$ cat src/rtl/wdog_pkg.sv
package wdog_pkg;
  // Strobes from control to datapath
  typedef struct packed {
    logic advance; // count one selected tick
    logic restart; // zero the whole count
  } wdStrobe_t;
endpackage

$ cat src/rtl/wdog_datapath.sv
module wdog_datapath
  import wdog_pkg::*;
#(
  parameter int BASE_STAGES = 8,
  parameter int SEL_W = 3
) (
  input  logic             clk,
  input  logic             rstN,
  input  wdStrobe_t        strobe,
  input  logic [SEL_W-1:0] selVal,
  output logic             expire
);
  localparam int PRE_MAX = (1 << SEL_W) - 1;
  localparam int STAGES  = BASE_STAGES + PRE_MAX;

  logic [STAGES-1:0] cnt;
  logic [STAGES-1:0] cntNext;
  logic [STAGES:0]   carry;

  assign carry[0] = strobe.advance;

  // Ripple divider: each stage toggles when every stage below is set
  genvar i;
  generate
    for (i = 0; i < STAGES; i++) begin : g_stage
      assign carry[i+1]  = carry[i] & cnt[i];
      assign cntNext[i]  = cnt[i] ^ carry[i];
    end
  endgenerate

  // Expiry: carry into the first stage beyond the programmed period
  assign expire = carry[BASE_STAGES + int'(selVal)];

  always_ff @(posedge clk) begin
    if (!rstN || strobe.restart || expire) cnt <= '0;
    else                                   cnt <= cntNext;
  end

  // expiry only on a counted tick
  assert_expire_on_tick_R3: assert property (@(posedge clk) disable iff (!rstN)
    expire |-> strobe.advance);

  // count never reaches past the programmed period
  assert_count_bound_R3: assert property (@(posedge clk) disable iff (!rstN)
    (cnt >> (BASE_STAGES + int'(selVal))) == '0);

  // counting restarts from zero after expiry
  assert_restart_after_expire_R4: assert property (@(posedge clk) disable iff (!rstN)
    expire |=> cnt == '0);

  // a restart strobe leaves the count at zero
  assert_restart_clears_R5: assert property (@(posedge clk) disable iff (!rstN)
    strobe.restart |=> cnt == '0);
endmodule

$ cat src/rtl/wdog_ctrl.sv
module wdog_ctrl
  import wdog_pkg::*;
#(
  parameter int SEL_W = 3,
  parameter int REG_W = 8
) (
  input  logic             clk,
  input  logic             rstN,
  input  logic             freeTick,
  input  logic             instrTick,
  input  logic             cfgSrcSel,
  input  logic             cfgEnable,
  input  logic             regWrEn,
  input  logic [REG_W-1:0] regWrData,
  input  logic             clearStb,
  input  logic             expire,
  output wdStrobe_t        strobe,
  output logic [SEL_W-1:0] selVal,
  output logic [REG_W-1:0] regRdData,
  output logic             timeoutPulse
);
  logic srcLatched;
  logic enLatched;
  logic tickSel;

  // Configuration follows the inputs only while reset is held
  always_ff @(posedge clk) begin
    if (!rstN) begin
      srcLatched <= cfgSrcSel;
      enLatched  <= cfgEnable;
    end
  end

  assign tickSel        = srcLatched ? freeTick : instrTick;
  assign strobe.restart = enLatched & (clearStb | regWrEn);
  assign strobe.advance = enLatched & tickSel & ~strobe.restart;

  always_ff @(posedge clk) begin
    if (!rstN)                      selVal <= '0;
    else if (enLatched && regWrEn)  selVal <= regWrData[SEL_W-1:0];
  end

  always_ff @(posedge clk) begin
    if (!rstN) timeoutPulse <= 1'b0;
    else       timeoutPulse <= expire;
  end

  always_comb begin
    regRdData              = '0;
    regRdData[SEL_W-1:0]   = selVal;
  end

  // the pulse never lasts two cycles
  assert_pulse_single_R4: assert property (@(posedge clk) disable iff (!rstN)
    timeoutPulse |=> !timeoutPulse);

  // a disabled watchdog stays silent
  assert_disabled_quiet_R9: assert property (@(posedge clk) disable iff (!rstN)
    !enLatched |-> !timeoutPulse);

  // an accepted write lands in the select field
  assert_write_loads_R6: assert property (@(posedge clk) disable iff (!rstN)
    (enLatched && regWrEn) |=> selVal == $past(regWrData[SEL_W-1:0]));

  // configuration frozen outside reset
  assert_cfg_frozen_R8: assert property (@(posedge clk) disable iff (!rstN)
    1'b1 |=> ($stable(srcLatched) && $stable(enLatched)));
endmodule

$ cat src/rtl/wdog_timer.sv
module wdog_timer
  import wdog_pkg::*;
#(
  parameter int BASE_STAGES = 8,
  parameter int SEL_W = 3,
  parameter int REG_W = 8
) (
  input  logic             clk,
  input  logic             rstN,
  input  logic             freeTick,
  input  logic             instrTick,
  input  logic             cfgSrcSel,
  input  logic             cfgEnable,
  input  logic             regWrEn,
  input  logic [REG_W-1:0] regWrData,
  input  logic             clearStb,
  output logic [REG_W-1:0] regRdData,
  output logic             timeoutPulse
);
  wdStrobe_t        strobe;
  logic [SEL_W-1:0] selVal;
  logic             expire;

  wdog_ctrl #(.SEL_W(SEL_W), .REG_W(REG_W)) u_ctrl (
    .clk(clk), .rstN(rstN), .freeTick(freeTick), .instrTick(instrTick),
    .cfgSrcSel(cfgSrcSel), .cfgEnable(cfgEnable), .regWrEn(regWrEn),
    .regWrData(regWrData), .clearStb(clearStb), .expire(expire),
    .strobe(strobe), .selVal(selVal), .regRdData(regRdData),
    .timeoutPulse(timeoutPulse)
  );

  wdog_datapath #(.BASE_STAGES(BASE_STAGES), .SEL_W(SEL_W)) u_dp (
    .clk(clk), .rstN(rstN), .strobe(strobe), .selVal(selVal), .expire(expire)
  );
endmodule

$ cat config.mk
export PLATFORM = sky130hd
export DESIGN_NAME = wdog_timer
export DESIGN_NICKNAME = d
export VERILOG_FILES = /design/src/rtl/wdog_pkg.sv /design/src/rtl/wdog_datapath.sv /design/src/rtl/wdog_ctrl.sv /design/src/rtl/wdog_timer.sv
export SDC_FILE = /design/constraint.sdc
export NUM_CORES = 1
export LEC_CHECK = 0
export ABC_AREA = 1
export BUFFER_PORTS_ARGS = -buffer_cell sky130_fd_sc_hd__buf_4
export CORE_ASPECT_RATIO = 0.75
export CORE_MARGIN = 1
export CORE_UTILIZATION = 41
export CTS_CLUSTER_SIZE = 24
export DETAILED_ROUTE_END_ITERATION = 7
export GPL_TIMING_DRIVEN = 1
export PLACE_DENSITY = 0.69
export SLEW_MARGIN = 30
export SYNTH_ARGS = -nofsm -noshare
export SYNTH_HDL_FRONTEND = slang
export SYNTH_SLANG_ARGS = --single-unit
$ cat constraint.sdc
create_clock -name clk -period 5 [get_ports clk]
set_input_delay 0.25 -clock clk [delete_from_list [all_inputs] [get_ports clk]]
set_output_delay 0.25 -clock clk [all_outputs]
set_load 0.1 [all_outputs]
==> results of run 1 <==
==> flip-flops by register name (all words and copies together) (netlist names) <==
name	cells
u_ctrl.selVal	3
u_ctrl.timeoutPulse	1
u_ctrl.enLatched	1
u_dp.cnt	15
u_ctrl.srcLatched	1
==> stage by stage <==
step           worst slack [ns]  instance area [um^2]  utilization [%]  hold WS [ns]
2_1_floorplan             0.981                  1060                -         0.349
3_3_place_gp              0.867                  1150             49.0         0.429
3_5_place_dp              0.739                  1150             49.0         0.430
4_1_cts                   0.706                  1180             50.1         0.108
5_1_grt                   0.377                  1180             50.1        0.0963
6_report                  0.775                  1180             50.1         0.123
==> layout make-up <==
cell class,count,area share (%)
Multi-Input combinational cell,64,39.0
Sequential cell,21,37.4
Timing Repair Buffer,14,8.94
Inverter,27,8.62
Tap cell,34,3.62
Clock buffer,3,1.91
Clock inverter,1,0.426
==> cell usage after synthesis, drive strengths merged <==
master,count
a21oi,3
buf,6
conb,1
dfxtp,19
edfxtp,2
ha,15
inv,27
mux2i,1
nand2,13
nand3,6
nor2,17
nor3b,1
o21ai,3
==> cell families after synthesis <==
kind of cell             share of synthesized area, %
AO/OA/AOI/OAI                                    2.88
multiplexers                                    0.959
flip-flops                                       42.2
buffers and inverters                            15.2
adder cells (fa/ha/maj)                          18.0
other                                           0.359
AND/OR/NAND/NOR                                  20.4
==> worst reg2reg max path, cell delays in order, from the launching register on <==
cell and delay, ns:
edfxtp_1 0.40, nand2_2 0.11, nand2_1 0.10, nor3b_1 0.06, ha_1 0.18, ha_1 0.18, ha_1 0.18, ha_1 0.18
ha_1 0.18, ha_1 0.18, ha_1 0.18, ha_1 0.20, ha_1 0.21, ha_1 0.20, ha_1 0.20, ha_1 0.20
ha_1 0.20, ha_1 0.20, ha_1 0.18, inv_1 0.05, nand2_1 0.05, nand3_1 0.08, nand3_1 0.09, nand2_2 0.09
nand2_4 0.16, nor2_1 0.14
==> how the worst max path moves through the flow <==
stage          cells after the start                       to  slack (ns)
6_report                          25   u_dp.cnt[0]$_SDFF_PP0_        0.78
5_1_grt                           25   u_dp.cnt[0]$_SDFF_PP0_        0.38
4_1_cts                           25   u_dp.cnt[0]$_SDFF_PP0_        0.71
3_5_place_dp                      25   u_dp.cnt[0]$_SDFF_PP0_        0.74
3_3_place_gp                      25   u_dp.cnt[0]$_SDFF_PP0_        0.87
2_1_floorplan                     25  u_dp.cnt[10]$_SDFF_PP0_        0.98
==> power groups by stage <==
stage	combinational, mW	sequential (mW)	clock (mW)
CTS	0.0669	0.178	0.0833
global route	0.0711	0.178	0.0890
global placement	0.0662	0.181	0
finish	0.0665	0.178	0.0777
detailed placement	0.0668	0.181	0
floorplan	0.0417	0.199	0
==> metal layers <==
layer / global-route usage, % / share of wire [%]
met3: 5.11 / 4.9
met2: 16.0 / 45
met5: 0 / 0
met1: 13.9 / 50
met4: 2.79 / 0.76
==> results.ini, run 1 <==
[power_and_ir_drop]
p_leak_nw=0.561
clkPwrFrac_pct=24.2
p_sw_share_pct=32.0
power.density_mw_per_mm2=274
comb_power_share_pct=20.7
power.switching_uw=103
p_int_uw=219
vdd_ir_drop_max_v=0.000156
power_frac_seq_pct=55.2
finalPower_uw=322

[setup_path]
cp_num_buf_inv=1
slowest_stage=edfxtp_1
path_max_fanout=15
cp-end-kind=flip-flop
critPathLaunch=u_ctrl.enLatched$_DFFE_PN_
crit_top_cell=ha_1
start_kind=flip-flop
crit_required_ns=5.24
timing.rr.end=u_dp.cnt[0]$_SDFF_PP0_
cp_top_family=adder cells
reg2reg_depth=25
reg2reg_slack_ns=0.78
arrival_ns=4.46
worstSetupPathType=reg -> reg
cp_slowest_stage_delay_ns=0.40
rr_startpoint=u_ctrl.enLatched$_DFFE_PN_

[placed_design]
place.port_buffers=14
place.gp.congestion=0.782
dp.cells=160
dp_hpwl_um=1060

[cells_and_area]
diodes=0
most-common-layout-cells=inv_1 (26), dfxtp_1 (19), ha_1 (15)
nFillCells=232
mostFrequentLayoutCell=inv_1
drive_above_1_share_pct=26.2
seq_area_um2=440
area_delta_synth_final_pct=12.7
num-nets-final=162
stdcell_count=164
multiInputGateArea_um2=459

[sta]
fin_crit_sh_pct=84.5
fmax_mhz=237
timing.final.crit_period_ns=4.22
rsz0062_at_grt=false
fin_worst_skew_ns=0.00396
finalHoldViolations=0
maxSlewViolCount=0
finalSetupTns_ns=0
setup_viol=0

[cts]
numCtsBuffers=3
clkTransAtPathRegs_ns=0.11
cts_buffer_depth=2
cts_tree=yes
cts_sinks=21
post_cts_resized=0
cts-root-buf=clkbuf_4
postCtsHoldBufs=0
cts_setup_buffers=0
htree_levels=1
clock_latency_ns=0.30

[synth]
synthTopCellsByArea=dfxtp_1 (36%), ha_1 (18%), inv_1 (9.4%)
synth.distinct_cells=20
ys_seq_area_share_pct=42.2
synth_area_mm2=0.00104
syn_inst=114
synth.top_cell.area_share_pct=36.5
yosys_warnings=0
ys_ff_latch=21
yosys.area.top_type=dfxtp_1
syn_area_per_cell_um2=9.15

[drt]
drt_iter0_drc=15
wl_um=1320
drcViolationCount=0
viasPerCell=4.12
vias=676
postRouteAntennaNets=0
first_pass_iters=3
post_drt_wl_per_cell_um=8.03

[floorplanning]
row_count=15
core_area_mm2=0.00235
die_y_um=45.7
initial_utilization_pct=44.5
die_area_mm2=0.00275
die_w_um=60.3
ios=25

[status]
status=finished clean

[min_path]
hold_depth=1
hold_class=in -> reg
min_from=cfgEnable
worstHoldEndpoint=u_ctrl.enLatched$_DFFE_PN_

[global_routing]
overflow=0
antenna_found_initial=0
grt_pass1_vias=536
grt_pass1_wl_um=2140
grt_max_degree=16
grtUsageTotal_pct=10.7

[job]
drv_cap=0

Power figures use the tool's default switching activity.
==> run 2, diff against run 1 <==
ABC_AREA = 0   (was 1)
PLACE_DENSITY = 0.68   (was 0.69)
clock period = 4 ns   (was 5 ns; I/O delays follow)
==> run 2 against run 1 <==
Net effect:
- core utilization grew 14 points
- synthesized cell count is 9.6% lower
- first-iteration DRC count grew to 4.4 times the previous value
- via count is 22% higher
- maximum frequency up 8.3%
- flip-flop and latch count unchanged
- area after synthesis up 4.8%
- combinational power grew 34%
- largest cell class unchanged
- largest power group unchanged
- highest routed layer unchanged
==> results.ini, run 2 <==
[cells_and_area]
fin_area_mm2=0.00154
seq_area_um2=440
largest_register_ff_count=15
multiInputGateArea_um2=778
num-nets-final=161
top_register=u_dp.cnt
diodes=0
reg_top3=u_dp.cnt x15, u_ctrl.selVal x3
area_delta_synth_final_pct=40.7
stdcell_count=163
drive_above_1_share_pct=52.7
most-common-layout-cells=buf_4 (26), dfxtp_1 (19), nand3_1 (18)
mostFrequentLayoutCell=buf_4
nFillCells=204

[setup_path]
worstSetupPathType=reg -> reg
crit_top_cell=ha_4
cp_top_family=adder cells
path_cells=mux2i_1, nor4b_2, ha_2, ha_4, ha_4, ha_4, ha_4, ha_4, ha_4, ha_4, ha_4, ha_4, ha_4, ha_4, ha_4, ha_4, ha_4, mux2_4, a2bb2oi_4, buf_4, a21oi_2
path_max_fanout=7
cp_slowest_stage_delay_ns=0.41
reg2reg_slack_ns=0.1
worstSetupEndpoint=u_dp.cnt[12]$_SDFF_PP0_
rr_startpoint=u_ctrl.srcLatched$_DFFE_PN_
slowest_stage=edfxtp_1
start_kind=flip-flop
critPathLaunch=u_ctrl.srcLatched$_DFFE_PN_
crit_cells=21
cp-end-kind=flip-flop
crit_required_ns=4.25
arrival_ns=4.15
cp_num_buf_inv=1
timing.rr.end=u_dp.cnt[12]$_SDFF_PP0_
reg2reg_depth=21

[global_routing]
grt_max_degree=18
antenna_found_initial=0
grt_pass1_vias=794
grtUsageTotal_pct=17.3
overflow=0
grt_pass1_wl_um=3480

[drt]
drcViolationCount=0
wl_um=2210
vias=823
post_drt_wl_per_cell_um=13.5
postRouteAntennaNets=0
first_pass_iters=4
viasPerCell=5.05
drt_iter0_drc=66

[floorplanning]
die_area_mm2=0.00288
row_count=15
initial_utilization_pct=45.5
die_y_um=46.7
ios=25
die_w_um=61.6
core_area_mm2=0.00240

[synth]
syn_inst=103
synth.distinct_cells=24
ys.flop_type=dfxtp_1
ys_ff_latch=21
synth_edf_count=2
ys_seq_area_share_pct=40.3
async_flop_share_pct=0
synth.top_cell.area_share_pct=34.8
synthTopCellsByArea=dfxtp_1 (35%), ha_1 (17%), nand3_1 (8.2%)
synth_area_mm2=0.00109
synth.most_common_cell=dfxtp_1
yosys-top-cells-count=dfxtp_1 (19), nand3_1 (18), ha_1 (15)
yosys.area.top_type=dfxtp_1
yosys_warnings=0
syn_area_per_cell_um2=10.6

[sta]
maxSlewViolCount=0
rsz0062_at_grt=true
timing.final.crit_period_ns=3.90
setup_viol=0
fmax_mhz=256
slew_headroom_pct=58.3
fin_worst_skew_ns=0.0108
fin_crit_sh_pct=97.5
timing.hold.ws_ns=0.0554
tightest_slew_ns=0.625
finalHoldViolations=0
finalSetupTns_ns=0

[cts]
cts_tree=yes
cts_sinks=21
cts-root-buf=clkbuf_4
clock_latency_ns=0.31
postCtsHoldBufs=0
htree_levels=1
clkTransAtPathRegs_ns=0.12
cts_buffer_depth=2
numCtsBuffers=3

[placed_design]
dp.cells=153
placement.cell_area_mm2=0.00126
place.gp.congestion=0.617
dp_hpwl_um=1510
place.port_buffers=14

[min_path]
hold_class=in -> reg

[status]
status=finished clean

[power_and_ir_drop]
vdd_ir_drop_max_v=0.000204
power.density_mw_per_mm2=268
finalPower_uw=412
p_leak_nw=0.593

[job]
drv_cap=0

run 2: changes by cell type in the layout (fill, tap and decap cells not counted), moves of 3 or more:
cell,change
nand3_1,+14
inv_1,-25
nor2_4,-3
o21ai_0,-3
nor2_1,-6
a21oi_2,+14
buf_4,+12
ha_1,-15
nor2_2,-7
ha_4,+14
nand2_1,-5
mux2i_1,+3
run 2: how the worst min path moves through the flow:
stage	start	end	slack, ns	cells after the start
final	cfgSrcSel	u_ctrl.srcLatched$_DFFE_PN_	0.06	1
after global routing	cfgSrcSel	u_ctrl.srcLatched$_DFFE_PN_	0.03	1
after CTS	cfgEnable	u_ctrl.enLatched$_DFFE_PN_	0.05	1
after detailed placement	cfgEnable	u_ctrl.enLatched$_DFFE_PN_	0.38	1
after global placement	cfgSrcSel	u_ctrl.srcLatched$_DFFE_PN_	0.38	1
after floorplan	cfgEnable	u_ctrl.enLatched$_DFFE_PN_	0.30	0
run 2: repair_timing:
item | in CTS | in global routing
buffers inserted | 1 | 5
gates resized for setup | 22 | 8
cloned | 0 | 0
pin swaps | 5 | 10
setup endpoints to repair | 16 | 13
run 2: metal layers:
metal  routed length [um]  vias to the layer above  global-route usage (%)
li1                     -                      414                       -
met1                 1000                      396                    21.8
met2                 1120                        9                    28.0
met3                   57                        4                    6.18
met4                   26                        0                    4.89
met5                    0                        -                       0
run 2: cells by family (layout without fill, tap and decap cells):
logic type | after synthesis | after routing | share of synthesized area, %
other | 1 | 5 | 0.343
adders and majority gates | 15 | 15 | 17.2
and+or+nand+nor | 28 | 28 | 13.0
AOI/OAI and AO/OA | 21 | 21 | 15.7
muxes | 5 | 5 | 5.03
DFF | 21 | 21 | 40.3
buffers and inverters | 12 | 34 | 8.47
run 2: through the flow:
| step | util, % | setup WS [ns] |
|---|---|---|
| 2_1_floorplan | - | 0.0110 |
| 5_1_grt | 64.1 | -0.0343 |
| 6_report | 64.1 | 0.0986 |
| 3_5_place_dp | 52.6 | -0.351 |
| 4_1_cts | 60.4 | 0.00148 |
| 3_3_place_gp | 52.6 | -0.221 |
run 2: cell type report:
cell class                 count  share of cell area, %
timing repair buffer          29                   16.0
clock buffer                   3                   1.46
inverter                       1                  0.244
sequential                    21                   28.6
clock inverter                 1                  0.325
multi-input combinational     74                   50.6
tap                           34                   2.76
run 2: power breakdown:
part / leakage [nW] / switching [mW] / internal, mW
clock: 0.0177 / 0.0657 / 0.0374
sequential: 0.173 / 0.00395 / 0.216
combinational: 0.402 / 0.0630 / 0.0260
total: 0.593 / 0.133 / 0.280
==> run 3, diff against run 2 <==
CAP_MARGIN = 0   (was default)
CORE_UTILIZATION = 37   (was 41)
PLACE_DENSITY = 0.63   (was 0.68)
clock period = 3.63 ns   (was 4 ns; I/O delays follow)
==> run 3 against run 2 <==
Net effect:
- the run now ends with setup timing left
- routed wire length is 3.7% higher
- clock skew is 0.0078 ns lower
- clock-buffer cell count is 1 higher
- design area is 2.0% higher
- register-to-register slack worse by 0.35 ns
- flip-flop and latch count stayed put
- sequential power is 10% higher
- clock power is 45% higher
- worst setup slack worse by 0.35 ns
- worst hold slack better by 0.046 ns
- core utilization is 6.0 points lower
- via count is 1.5% higher
- critical endpoint is now u_dp.cnt[4]$_SDFF_PP0_
- highest routed layer is now met3
==> results.ini, run 3 (synthesis results as in run 2) <==
[drt]
drcViolationCount=0
vias=835
drt_iter0_drc=35
wl_met2_um=1110
post_drt_wl_per_cell_um=13.8
first_pass_iters=4
postRouteAntennaNets=0
viasPerCell=5.03
wl_met3_um=66
wl_um=2290
top_layer_used=met3
wl_met1_um=1110

[floorplanning]
die_w_um=64.8
die_area_mm2=0.00318
initial_utilization_pct=40.5
core_area_mm2=0.00270
die_y_um=49.1
row_count=16
ios=25

[global_routing]
grtUsageTotal_pct=15.1
grt_pass1_vias=766
grt_max_degree=18
grt_pass1_wl_um=3660
overflow=0
antenna_found_initial=0

[sta]
fin_crit_sh_pct=107
finalHoldViolations=0
timing.final.crit_period_ns=3.88
rsz0062_at_grt=true
fin_worst_skew_ns=0.00296
fin_ws_ns=-0.249
setup_viol=16
slew_headroom_pct=57.7
tightest_slew_ns=0.634
finalSetupTns_ns=-3.15
fmax_mhz=258
maxSlewViolCount=0

[cells_and_area]
utilization_pct=58.1
num-nets-final=162
fin_area_mm2=0.00157
most-common-layout-cells=buf_4 (26), dfxtp_1 (19), nand3_1 (18)
drive_above_1_share_pct=51.5
stdcell_count=166
nFillCells=241
mostFrequentLayoutCell=buf_4
area_delta_synth_final_pct=43.6
diodes=0
top_register=u_dp.cnt
reg_top3=u_dp.cnt x15, u_ctrl.selVal x3
largest_register_ff_count=15

[setup_path]
cp-end-kind=flip-flop
reg2reg_slack_ns=-0.25
path_cells=mux2i_1, nor4b_2, ha_2, ha_4, ha_4, ha_4, ha_4, ha_4, ha_4, ha_4, ha_4, ha_4, ha_4, ha_4, ha_4, ha_4, ha_4, mux2_4, a2bb2oi_4, buf_12, a21oi_2
worstSetupPathType=reg -> reg
reg2reg_depth=21
start_kind=flip-flop
crit_top_cell=ha_4
arrival_ns=4.07
crit_required_ns=3.82
path_max_fanout=6
slowest_stage=edfxtp_1
cp_slowest_stage_delay_ns=0.38

[placed_design]
dp_slack_ns=-0.269
place.gp.congestion=0.696
place.port_buffers=14
dp.cells=153
dp_hpwl_um=1480
placement.cell_area_mm2=0.00142

[cts]
htree_levels=1
cts_sinks=21
numCtsBuffers=3
cts_tree=yes
clkTransAtPathRegs_ns=0.07
cts-root-buf=clkbuf_8
postCtsHoldBufs=0
clock_latency_ns=0.26
cts_buffer_depth=2

[status]
status=finished, violations left
violations=setup timing

[power_and_ir_drop]
vdd_ir_drop_max_v=0.000222
power.density_mw_per_mm2=316
p_leak_nw=0.603

[min_path]
hold_depth=1
hold_class=in -> reg

[job]
drv_cap=0

run 3: cell types whose count changed in the layout (fill, tap and decap cells not counted), sizes merged:
cell	before	now
a2bb2oi	1	2
clkbuf	3	4
clkinv	1	0
run 3: through the flow:
step	hold slack [ns]	total power, mW
floorplan	0.280	0.321
global placement	0.360	0.338
detailed placement	0.362	0.339
CTS	0.0916	0.500
global route	0.0899	0.518
finish	0.101	0.497
run 3: report_power, final:
group	switching (mW)	leakage [nW]	internal, mW	total [mW]
logic	0.0720	0.407	0.0333	0.105
clock network	0.0709	0.0228	0.0780	0.149
registers	0.00410	0.173	0.238	0.242
total	0.147	0.603	0.350	0.497
run 3: cell type report:
cell class / count / area, um^2 / share of cell area (%)
Timing Repair Buffer: 29 / 246 / 15.7
Inverter: 1 / 3.75 / 0.239
Tap cell: 36 / 45.0 / 2.87
Multi-Input combinational cell: 75 / 790 / 50.3
Clock buffer: 4 / 45.0 / 2.87
Sequential cell: 21 / 440 / 28.0
run 3: path summary, 6_finish.rpt:
path / from / endpoint
worst max register to register: u_ctrl.srcLatched$_DFFE_PN_ / u_dp.cnt[4]$_SDFF_PP0_
worst min register to register: u_ctrl.selVal[1]$_SDFFE_PN0P_ / u_ctrl.selVal[1]$_SDFFE_PN0P_
worst min-delay path: cfgSrcSel / u_ctrl.srcLatched$_DFFE_PN_
worst max-delay path: u_ctrl.srcLatched$_DFFE_PN_ / u_dp.cnt[4]$_SDFF_PP0_
run 3: metal layers:
layer / vias to the layer above / GRT usage [%]
met5: - / 0
met4: 0 / 2.22
met3: 0 / 4.21
met2: 15 / 23.8
met1: 401 / 20.7
li1: 419 / -
run 3: repair_timing:
| action | in CTS | in global routing |
|---|---|---|
| pin swaps | 12 | 3 |
| resized for setup | 4 | 0 |
| cloned | 1 | 0 |
| setup endpoints to repair | 16 | 16 |
| setup buffers | 6 | 2 |
run 3: critical path: cells and delay by family, from the launching register on:
kind                     cells  cell delay [ns]
multiplexers                 2             0.48
flip-flops                   1             0.38
AND/OR/NAND/NOR              1             0.08
buffers and inverters        1             0.17
adder cells (fa/ha/maj)     15             2.37
AO/OA/AOI/OAI                2             0.33
